==> src/rtl/sched_pkg.sv <==
package sched_pkg;
    typedef enum logic {
        MODE_RD = 1'b0,
        MODE_WR = 1'b1
    } svc_mode_e;

    typedef enum logic {
        LK_FREE = 1'b0,
        LK_HELD = 1'b1
    } lock_state_e;
endpackage

==> src/rtl/sched_buffer.sv <==
// Request storage for one buffer. Each entry's age equals the number of
// valid entries newer than it, so ages are unique and bounded by DEPTH-1.
module sched_buffer #(
    parameter int DEPTH  = 8,
    parameter int BANK_W = 2,
    parameter int ROW_W  = 8,
    parameter int TAG_W  = 6
) (
    input  logic                      clk,
    input  logic                      rst_n,
    input  logic                      enq_en,
    input  logic [BANK_W-1:0]         enq_bank,
    input  logic [ROW_W-1:0]          enq_row,
    input  logic [TAG_W-1:0]          enq_tag,
    input  logic                      deq_en,
    input  logic [$clog2(DEPTH)-1:0]  deq_idx,
    output logic                      full,
    output logic [$clog2(DEPTH+1)-1:0] occ,
    output logic [DEPTH-1:0]          ent_v,
    output logic [BANK_W-1:0]         ent_bank [DEPTH],
    output logic [ROW_W-1:0]          ent_row  [DEPTH],
    output logic [TAG_W-1:0]          ent_tag  [DEPTH],
    output logic [$clog2(DEPTH)-1:0]  ent_age  [DEPTH]
);
    localparam int IDX_W = $clog2(DEPTH);
    localparam int OCC_W = $clog2(DEPTH + 1);
    localparam logic [IDX_W-1:0] AGE_ONE  = IDX_W'(1);
    localparam logic [IDX_W-1:0] AGE_ZERO = '0;
    localparam logic [OCC_W-1:0] OCC_ONE  = OCC_W'(1);

    logic             enq_acc;
    logic [IDX_W-1:0] free_idx;
    logic             free_found;

    always_comb begin
        occ = '0;
        for (int i = 0; i < DEPTH; i++) begin
            if (ent_v[i]) occ = occ + OCC_ONE;
        end
        full = (occ == OCC_W'(DEPTH));
    end

    always_comb begin
        free_found = 1'b0;
        free_idx   = '0;
        for (int i = 0; i < DEPTH; i++) begin
            if (!ent_v[i] && !free_found) begin
                free_found = 1'b1;
                free_idx   = IDX_W'(i);
            end
        end
    end

    assign enq_acc = enq_en && free_found;

    always_ff @(posedge clk) begin
        if (!rst_n) begin
            ent_v <= '0;
            for (int i = 0; i < DEPTH; i++) begin
                ent_bank[i] <= '0;
                ent_row[i]  <= '0;
                ent_tag[i]  <= '0;
                ent_age[i]  <= '0;
            end
        end else begin
            for (int i = 0; i < DEPTH; i++) begin
                if (ent_v[i]) begin
                    ent_age[i] <= ent_age[i]
                                + (enq_acc ? AGE_ONE : AGE_ZERO)
                                - ((deq_en && ent_age[i] > ent_age[deq_idx]) ? AGE_ONE : AGE_ZERO);
                end
                if (deq_en && deq_idx == IDX_W'(i)) begin
                    ent_v[i] <= 1'b0;
                end
                if (enq_acc && free_idx == IDX_W'(i)) begin
                    ent_v[i]    <= 1'b1;
                    ent_bank[i] <= enq_bank;
                    ent_row[i]  <= enq_row;
                    ent_tag[i]  <= enq_tag;
                    ent_age[i]  <= '0;
                end
            end
        end
    end
endmodule

==> src/rtl/sched_pick.sv <==
// Finds the oldest entry of one bank, optionally restricted to one row,
// and counts how many entries match.
module sched_pick #(
    parameter int DEPTH  = 8,
    parameter int BANK_W = 2,
    parameter int ROW_W  = 8
) (
    input  logic [DEPTH-1:0]           ent_v,
    input  logic [BANK_W-1:0]          ent_bank [DEPTH],
    input  logic [ROW_W-1:0]           ent_row  [DEPTH],
    input  logic [$clog2(DEPTH)-1:0]   ent_age  [DEPTH],
    input  logic [BANK_W-1:0]          bank,
    input  logic                       row_en,
    input  logic [ROW_W-1:0]           row,
    output logic                       found,
    output logic [$clog2(DEPTH)-1:0]   idx,
    output logic [$clog2(DEPTH+1)-1:0] cnt
);
    localparam int IDX_W = $clog2(DEPTH);
    localparam int OCC_W = $clog2(DEPTH + 1);
    localparam logic [OCC_W-1:0] OCC_ONE = OCC_W'(1);

    logic [IDX_W-1:0] best_age;

    always_comb begin
        found    = 1'b0;
        idx      = '0;
        cnt      = '0;
        best_age = '0;
        for (int i = 0; i < DEPTH; i++) begin
            if (ent_v[i] && ent_bank[i] == bank && (!row_en || ent_row[i] == row)) begin
                cnt = cnt + OCC_ONE;
                if (!found || ent_age[i] > best_age) begin
                    found    = 1'b1;
                    idx      = IDX_W'(i);
                    best_age = ent_age[i];
                end
            end
        end
    end
endmodule

==> src/rtl/sched_lane.sv <==
// One buffer plus its candidate selection for the requested bank.
module sched_lane #(
    parameter int DEPTH     = 8,
    parameter int BANK_W    = 2,
    parameter int ROW_W     = 8,
    parameter int TAG_W     = 6,
    parameter int OCC_OUT_W = 4
) (
    input  logic                 clk,
    input  logic                 rst_n,
    input  logic                 enq_en,
    input  logic [BANK_W-1:0]    enq_bank,
    input  logic [ROW_W-1:0]     enq_row,
    input  logic [TAG_W-1:0]     enq_tag,
    input  logic [BANK_W-1:0]    sch_bank,
    input  logic [ROW_W-1:0]     open_row,
    input  logic                 lock_held,
    input  logic [ROW_W-1:0]     lock_row,
    input  logic                 take,
    output logic                 full,
    output logic [OCC_OUT_W-1:0] occ,
    output logic                 has_any,
    output logic                 cand_found,
    output logic                 cand_hit,
    output logic                 cand_last,
    output logic [ROW_W-1:0]     cand_row,
    output logic [TAG_W-1:0]     cand_tag
);
    localparam int IDX_W   = $clog2(DEPTH);
    localparam int OCC_W   = $clog2(DEPTH + 1);
    localparam int NPICK   = 3;
    localparam int PK_LOCK = 0;
    localparam int PK_OPEN = 1;
    localparam int PK_ANY  = 2;
    localparam logic [OCC_W-1:0] OCC_ONE = OCC_W'(1);

    logic [DEPTH-1:0]  ent_v;
    logic [BANK_W-1:0] ent_bank [DEPTH];
    logic [ROW_W-1:0]  ent_row  [DEPTH];
    logic [TAG_W-1:0]  ent_tag  [DEPTH];
    logic [IDX_W-1:0]  ent_age  [DEPTH];
    logic [OCC_W-1:0]  buf_occ;

    logic             pk_found [NPICK];
    logic [IDX_W-1:0] pk_idx   [NPICK];
    logic [OCC_W-1:0] pk_cnt   [NPICK];

    logic [ROW_W-1:0] same_row;
    logic             same_found;
    logic [IDX_W-1:0] same_idx;
    logic [OCC_W-1:0] same_cnt;
    logic [IDX_W-1:0] sel_idx;
    logic             deq_en;

    sched_buffer #(
        .DEPTH(DEPTH), .BANK_W(BANK_W), .ROW_W(ROW_W), .TAG_W(TAG_W)
    ) u_buf (
        .clk(clk), .rst_n(rst_n),
        .enq_en(enq_en), .enq_bank(enq_bank), .enq_row(enq_row), .enq_tag(enq_tag),
        .deq_en(deq_en), .deq_idx(sel_idx),
        .full(full), .occ(buf_occ),
        .ent_v(ent_v), .ent_bank(ent_bank), .ent_row(ent_row),
        .ent_tag(ent_tag), .ent_age(ent_age)
    );

    for (genvar k = 0; k < NPICK; k++) begin : g_pick
        sched_pick #(
            .DEPTH(DEPTH), .BANK_W(BANK_W), .ROW_W(ROW_W)
        ) u_pick (
            .ent_v(ent_v), .ent_bank(ent_bank), .ent_row(ent_row), .ent_age(ent_age),
            .bank(sch_bank),
            .row_en(k != PK_ANY),
            .row(k == PK_LOCK ? lock_row : open_row),
            .found(pk_found[k]), .idx(pk_idx[k]), .cnt(pk_cnt[k])
        );
    end

    // Row of the oldest request in the bank; its own group decides the miss grant.
    assign same_row = ent_row[pk_idx[PK_ANY]];

    sched_pick #(
        .DEPTH(DEPTH), .BANK_W(BANK_W), .ROW_W(ROW_W)
    ) u_pick_same (
        .ent_v(ent_v), .ent_bank(ent_bank), .ent_row(ent_row), .ent_age(ent_age),
        .bank(sch_bank), .row_en(1'b1), .row(same_row),
        .found(same_found), .idx(same_idx), .cnt(same_cnt)
    );

    always_comb begin
        if (lock_held) begin
            cand_found = pk_found[PK_LOCK];
            sel_idx    = pk_idx[PK_LOCK];
            cand_hit   = 1'b1;
            cand_last  = (pk_cnt[PK_LOCK] == OCC_ONE);
        end else if (pk_found[PK_OPEN]) begin
            cand_found = 1'b1;
            sel_idx    = pk_idx[PK_OPEN];
            cand_hit   = 1'b1;
            cand_last  = (pk_cnt[PK_OPEN] == OCC_ONE);
        end else begin
            cand_found = pk_found[PK_ANY] && same_found;
            sel_idx    = same_idx;
            cand_hit   = 1'b0;
            cand_last  = (same_cnt == OCC_ONE);
        end
    end

    assign cand_row = ent_row[sel_idx];
    assign cand_tag = ent_tag[sel_idx];
    assign has_any  = (pk_cnt[PK_ANY] != '0);
    assign deq_en   = take && cand_found;
    assign occ      = OCC_OUT_W'(buf_occ);
endmodule

==> src/rtl/sched_mode_fsm.sv <==
// Read/write service mode with watermark and per-bank override transitions.
module sched_mode_fsm
    import sched_pkg::*;
#(
    parameter int PEND_W  = 4,
    parameter int HI_MARK = 6,
    parameter int LO_MARK = 2
) (
    input  logic              clk,
    input  logic              rst_n,
    input  logic              evt,
    input  logic [PEND_W-1:0] wr_pend,
    input  logic              bank_has_rd,
    input  logic              bank_has_wr,
    output svc_mode_e         mode_eff,
    output logic              mode_is_wr
);
    svc_mode_e state_q, state_n;

    always_comb begin
        state_n = state_q;
        unique case (state_q)
            MODE_RD: begin
                if (int'(wr_pend) >= HI_MARK || (!bank_has_rd && bank_has_wr))
                    state_n = MODE_WR;
            end
            MODE_WR: begin
                if (int'(wr_pend) < LO_MARK || (bank_has_rd && !bank_has_wr))
                    state_n = MODE_RD;
            end
        endcase
    end

    always_ff @(posedge clk) begin
        if (!rst_n) state_q <= MODE_RD;
        else if (evt) state_q <= state_n;
    end

    always_comb begin
        mode_eff   = evt ? state_n : state_q;
        mode_is_wr = (state_q == MODE_WR);
    end
endmodule

==> src/rtl/ddr_rowhit_sched.sv <==
module ddr_rowhit_sched
    import sched_pkg::*;
#(
    parameter int NUM_BANKS  = 4,
    parameter int ROW_W      = 8,
    parameter int TAG_W      = 6,
    parameter int RD_DEPTH   = 8,
    parameter int WR_DEPTH   = 8,
    parameter int WR_HI_MARK = 6,
    parameter int WR_LO_MARK = 2,
    parameter int CNT_W      = 16,
    localparam int BANK_W    = $clog2(NUM_BANKS)
) (
    input  logic              clk,
    input  logic              rst_n,
    input  logic              enq_valid,
    input  logic [BANK_W-1:0] enq_bank,
    input  logic [ROW_W-1:0]  enq_row,
    input  logic              enq_write,
    input  logic [TAG_W-1:0]  enq_tag,
    output logic              enq_error,
    input  logic              sch_valid,
    input  logic [BANK_W-1:0] sch_bank,
    input  logic [ROW_W-1:0]  sch_open_row,
    output logic              gnt_valid,
    output logic              gnt_write,
    output logic              gnt_hit,
    output logic [ROW_W-1:0]  gnt_row,
    output logic [TAG_W-1:0]  gnt_tag,
    output logic              wr_mode,
    output logic [CNT_W-1:0]  stat_access,
    output logic [CNT_W-1:0]  stat_reads,
    output logic [CNT_W-1:0]  stat_writes,
    output logic [CNT_W-1:0]  stat_hits,
    output logic [CNT_W-1:0]  stat_rd_hits,
    output logic [CNT_W-1:0]  stat_wr_hits
);
    localparam int MAX_DEPTH = (RD_DEPTH > WR_DEPTH) ? RD_DEPTH : WR_DEPTH;
    localparam int PEND_W    = $clog2(MAX_DEPTH + 1);
    localparam int NBUF      = 2;
    localparam logic [CNT_W-1:0] CNT_ONE = CNT_W'(1);

    lock_state_e     lk_st  [NBUF][NUM_BANKS];
    logic [ROW_W-1:0] lk_row [NBUF][NUM_BANKS];

    logic              ln_full  [NBUF];
    logic [PEND_W-1:0] ln_occ   [NBUF];
    logic              ln_any   [NBUF];
    logic              ln_found [NBUF];
    logic              ln_hit   [NBUF];
    logic              ln_last  [NBUF];
    logic [ROW_W-1:0]  ln_row   [NBUF];
    logic [TAG_W-1:0]  ln_tag   [NBUF];

    svc_mode_e mode_eff;
    logic      act_wr;
    logic      granted;

    sched_mode_fsm #(
        .PEND_W(PEND_W), .HI_MARK(WR_HI_MARK), .LO_MARK(WR_LO_MARK)
    ) u_mode (
        .clk(clk), .rst_n(rst_n), .evt(sch_valid),
        .wr_pend(ln_occ[1]), .bank_has_rd(ln_any[0]), .bank_has_wr(ln_any[1]),
        .mode_eff(mode_eff), .mode_is_wr(wr_mode)
    );

    assign act_wr  = (mode_eff == MODE_WR);
    assign granted = sch_valid && ln_found[act_wr];

    for (genvar gb = 0; gb < NBUF; gb++) begin : g_lane
        localparam int LANE_DEPTH = (gb == 0) ? RD_DEPTH : WR_DEPTH;
        sched_lane #(
            .DEPTH(LANE_DEPTH), .BANK_W(BANK_W), .ROW_W(ROW_W),
            .TAG_W(TAG_W), .OCC_OUT_W(PEND_W)
        ) u_lane (
            .clk(clk), .rst_n(rst_n),
            .enq_en(enq_valid && (enq_write == 1'(gb))),
            .enq_bank(enq_bank), .enq_row(enq_row), .enq_tag(enq_tag),
            .sch_bank(sch_bank), .open_row(sch_open_row),
            .lock_held(lk_st[gb][sch_bank] == LK_HELD),
            .lock_row(lk_row[gb][sch_bank]),
            .take(sch_valid && (act_wr == 1'(gb))),
            .full(ln_full[gb]), .occ(ln_occ[gb]), .has_any(ln_any[gb]),
            .cand_found(ln_found[gb]), .cand_hit(ln_hit[gb]), .cand_last(ln_last[gb]),
            .cand_row(ln_row[gb]), .cand_tag(ln_tag[gb])
        );
    end

    // Per-bank lock machines: LOCK on a grant leaving requests, RELEASE on the draining grant.
    always_ff @(posedge clk) begin
        if (!rst_n) begin
            for (int b = 0; b < NBUF; b++) begin
                for (int k = 0; k < NUM_BANKS; k++) begin
                    lk_st[b][k]  <= LK_FREE;
                    lk_row[b][k] <= '0;
                end
            end
        end else if (granted) begin
            unique case (ln_last[act_wr])
                1'b1: lk_st[act_wr][sch_bank] <= LK_FREE;
                1'b0: lk_st[act_wr][sch_bank] <= LK_HELD;
            endcase
            lk_row[act_wr][sch_bank] <= ln_row[act_wr];
        end
    end

    always_ff @(posedge clk) begin
        if (!rst_n) begin
            gnt_valid <= 1'b0;
            gnt_write <= 1'b0;
            gnt_hit   <= 1'b0;
            gnt_row   <= '0;
            gnt_tag   <= '0;
            enq_error <= 1'b0;
        end else begin
            gnt_valid <= granted;
            enq_error <= enq_valid && ln_full[enq_write];
            if (granted) begin
                gnt_write <= act_wr;
                gnt_hit   <= ln_hit[act_wr];
                gnt_row   <= ln_row[act_wr];
                gnt_tag   <= ln_tag[act_wr];
            end
        end
    end

    always_ff @(posedge clk) begin
        if (!rst_n) begin
            stat_access  <= '0;
            stat_reads   <= '0;
            stat_writes  <= '0;
            stat_hits    <= '0;
            stat_rd_hits <= '0;
            stat_wr_hits <= '0;
        end else if (granted) begin
            stat_access <= stat_access + CNT_ONE;
            if (act_wr) stat_writes <= stat_writes + CNT_ONE;
            else        stat_reads  <= stat_reads + CNT_ONE;
            if (ln_hit[act_wr]) begin
                stat_hits <= stat_hits + CNT_ONE;
                if (act_wr) stat_wr_hits <= stat_wr_hits + CNT_ONE;
                else        stat_rd_hits <= stat_rd_hits + CNT_ONE;
            end
        end
    end
endmodule

==> config.mk <==
export PLATFORM = sky130hd
export DESIGN_NAME = ddr_rowhit_sched
export DESIGN_NICKNAME = d
export VERILOG_FILES = /design/src/rtl/sched_pkg.sv /design/src/rtl/sched_buffer.sv /design/src/rtl/sched_pick.sv /design/src/rtl/sched_lane.sv /design/src/rtl/sched_mode_fsm.sv /design/src/rtl/ddr_rowhit_sched.sv
export SDC_FILE = /design/constraint.sdc
export NUM_CORES = 2
export LEC_CHECK = 0
export BUFFER_PORTS_ARGS = -buffer_cell sky130_fd_sc_hd__buf_2
export CAP_MARGIN = 10
export CORE_MARGIN = 4
export CORE_UTILIZATION = 50
export CTS_CLUSTER_SIZE = 12
export DETAILED_ROUTE_END_ITERATION = 12
export PLACE_DENSITY = 0.7
export SYNTH_ARGS = -nofsm -noshare
export SYNTH_HDL_FRONTEND = slang
export SYNTH_SLANG_ARGS = --single-unit
==> constraint.sdc <==
create_clock -name clk -period 26.2 [get_ports clk]
set_clock_uncertainty 0.15 [all_clocks]
set_input_delay 1.31 -clock clk [delete_from_list [all_inputs] [get_ports clk]]
set_output_delay 1.31 -clock clk [all_outputs]
set_load 0.03 [all_outputs]
==> results.json <==
{
  "slew_headroom_pct": 10.4,
  "cp_max_fo": 19,
  "critPathKind": "input port to flip-flop",
  "grt_use_met3_pct": 6.47,
  "cts.sinks": 507,
  "postLayoutCoreUtil_pct": 55.5,
  "swShare_pct": 28.0,
  "outcome": "finished, final reports clean",
  "fp.dieH_um": 298,
  "synth_seq_area_share_pct": 25.9,
  "synthArstFlopShare_pct": 0,
  "num_vias": 38200,
  "p_int_mw": 1.38,
  "clkPwrFrac_pct": 43.7,
  "setup_viol": 0,
  "dr.pass1.iters": 6,
  "p_total_mw": 1.92,
  "synth_top_cell_area_share_pct": 20.8,
  "crit_arrival_ns": 25.10,
  "comb_power_share_pct": 14.2,
  "synth_commonest_cells": "nand2_1, nor2_1, dfxtp_1",
  "leakagePower_nw": 18.9,
  "areaGrowthSynthToFinish_pct": 9.21,
  "rows": 105,
  "die_area_um2": 88600,
  "grt_pass1_wl_um": 215000,
  "root_buffer": "clkbuf_16",
  "cp.required_ns": 26.59,
  "crit_top_cell": "ha_1",
  "clk_pin_slew_ns": 0.06,
  "synth_edf_count": 71,
  "io_buffers": 145,
  "p_sw_mw": 0.538,
  "grt.met2_usage_pct": 46.8,
  "core_area_um2": 82600,
  "regArea_um2": 10900,
  "drc_errors": 0,
  "syn_area_per_cell_um2": 8.21,
  "period_share_pct": 94.3,
  "grt_start_max_net_pins": 199,
  "die_w_um": 298,
  "io_pins": 146,
  "ant_nets": 0,
  "synth_most_common_cell": "nand2_1",
  "dp_hpwl_um": 105000,
  "whs_ns": 0.301,
  "overflow": 0,
  "wl_per_cell_um": 23.0,
  "numCtsBuffers": 57,
  "via_per_inst": 6.15,
  "drive_gt1_share_pct": 12.9,
  "synthTopCellsByArea": "dfxtp_1, ha_1, xnor2_1",
  "synth-seq-cells": 507,
  "netlist_instances": 5109,
  "cp_slowest_cell": "or3_1",
  "syn_nets": 5468,
  "min_path_type": "flip-flop to flip-flop",
  "powerDensity_nw_per_um2": 42.0,
  "cap_violations": 0,
  "ys_warn_count": 0,
  "start_util_pct": 50.8,
  "htreeDepth": 2,
  "cts_hold_buf": 0,
  "timing.final.ws_setup_ns": 1.50,
  "max_freq_mhz": 40.5,
  "drv_slew": 0,
  "gp_congestion": 1.05,
  "seq_power_share_pct": 42.1,
  "cts.path.max_buffers": 3,
  "tritoncts": "done",
  "fill_cells": 7454,
  "period_needed_ns": 24.70,
  "final_net_count": 5451,
  "yosysUniqueCellTypes": 127,
  "peakVddDrop_mv": 0.0546,
  "synthFlopType": "dfxtp_1",
  "antenna_found_initial": 4,
  "insertion_delay_ns": 0.67,
  "cp-end-kind": "flip-flop",
  "grt_pass1_vias": 35500,
  "track_usage_pct": 30.7,
  "timing_worst_slew_pin_value_ns": 1.33,
  "met1_usage_pct": 42.6,
  "synth.largest_area_cell": "dfxtp_1",
  "critical_path.max_stage_delay_ns": 0.44,
  "gr-max-usage-layer": "met2",
  "multi_input_area_um2": 28700,
  "critPathLaunchType": "input port",
  "hold_violations": 0,
  "place_ws_ns": -0.844,
  "drt_iter0_drc": 4356,
  "syn_area_um2": 42000,
  "drt_wl_total_um": 143000
}
-- what timing repair did --
action / in CTS / in global routing
pin swaps: 0 / 13
setup buffers: 0 / 35
gates resized for setup: 3 / 54
endpoints found under the setup margin: 9 / 128
-- cell families (layout without fill, tap and decap cells) --
group	count (synthesis)	after routing	share of synthesized area, %
other cells	0	3	0
flops	507	507	25.9
buf+inv	634	663	6.30
xor+xnor	639	639	13.6
mux	421	421	11.0
fa+ha+maj	336	336	10.3
compound gates	927	927	14.6
simple gates	1645	1645	18.3
-- stage by stage --
| step | area, µm² | cells | setup TNS (ns) |
|---|---|---|---|
| final | 45800 | 6211 | 0 |
| after global routing | 45800 | 6208 | -1.12 |
| after CTS | 45300 | 6173 | 0 |
| after global placement | 43400 | 6068 | -0.0457 |
| after floorplan | 42000 | 5109 | 0 |
| after detailed placement | 43400 | 6068 | -14.65 |
-- layout by cell type (no fill, tap or decap), types with 154 or more instances in the layout --
master	n
o21ai_0	157
ha_1	312
xnor2_1	422
inv_1	251
mux2i_1	294
buf_4	154
xor2_1	208
nor2_1	445
nand2_1	579
a21oi_1	314
dfxtp_1	436
-- power groups by stage --
stage                     clock, mW  combinational (mW)  sequential, mW
after global placement            0               0.255           0.826
after detailed placement          0               0.260           0.827
final                         0.841               0.273           0.810
after CTS                     0.848               0.261           0.809
after floorplan                   0               0.186           0.822
after global routing          0.883               0.290           0.810
-- worst max-delay path: cells and delay by family --
| kind | cells | cell delay (ns) |
|---|---|---|
| fa+ha+maj | 17 | 4.84 |
| buf+inv | 10 | 1.34 |
| compound gates | 50 | 8.73 |
| simple gates | 30 | 4.95 |
| mux | 10 | 3.35 |
| xor+xnor | 4 | 0.52 |
-- worst paths after layout --
check | start | to | slack, ns | depth (start not counted)
worst max register to register | g_lane[0].u_lane.u_buf.ent_v[0] | g_lane[0].u_lane.u_buf.ent_age[23] | 1.58 | 119
worst min register to register | g_lane[1].u_lane.u_buf.ent_tag[43] | g_lane[1].u_lane.u_buf.ent_tag[43] | 0.30 | 2
worst max-delay path | sch_bank[1] | g_lane[0].u_lane.u_buf.ent_age[23] | 1.50 | 121
worst min-delay path | g_lane[1].u_lane.u_buf.ent_tag[43] | g_lane[1].u_lane.u_buf.ent_tag[43] | 0.30 | 2
-- final cells by class --
| class | count | share of cell area (%) |
|---|---|---|
| flip-flops and latches | 507 | 23.7 |
| multi-input cells | 3968 | 62.7 |
| inverters | 254 | 2.10 |
| diodes | 3 | 0.0164 |
| clock inverters | 23 | 0.789 |
| well taps | 1070 | 2.92 |
| clock buffers | 82 | 3.51 |
| repair buffers | 304 | 4.30 |
-- registers in the layout (all words and copies together), names as in the netlist, 6 cells and up --
register / flops
g_lane.u_lane.u_buf.ent_age: 48
g_lane.u_lane.u_buf.ent_bank: 32
g_lane.u_lane.u_buf.ent_row: 128
g_lane.u_lane.u_buf.ent_tag: 96
g_lane.u_lane.u_buf.ent_v: 16
gnt_row: 8
gnt_tag: 6
lk_row: 64
lk_st: 8
stat_access: 16
stat_hits: 16
stat_rd_hits: 16
stat_reads: 16
stat_wr_hits: 16
stat_writes: 16
-- per-layer routing --
layer,vias up,wire (µm)
met5,-,13
li1,17700,-
met4,2,6430
met3,392,15500
met1,18200,59900
met2,1945,61000
Power figures use the tool's default switching activity.
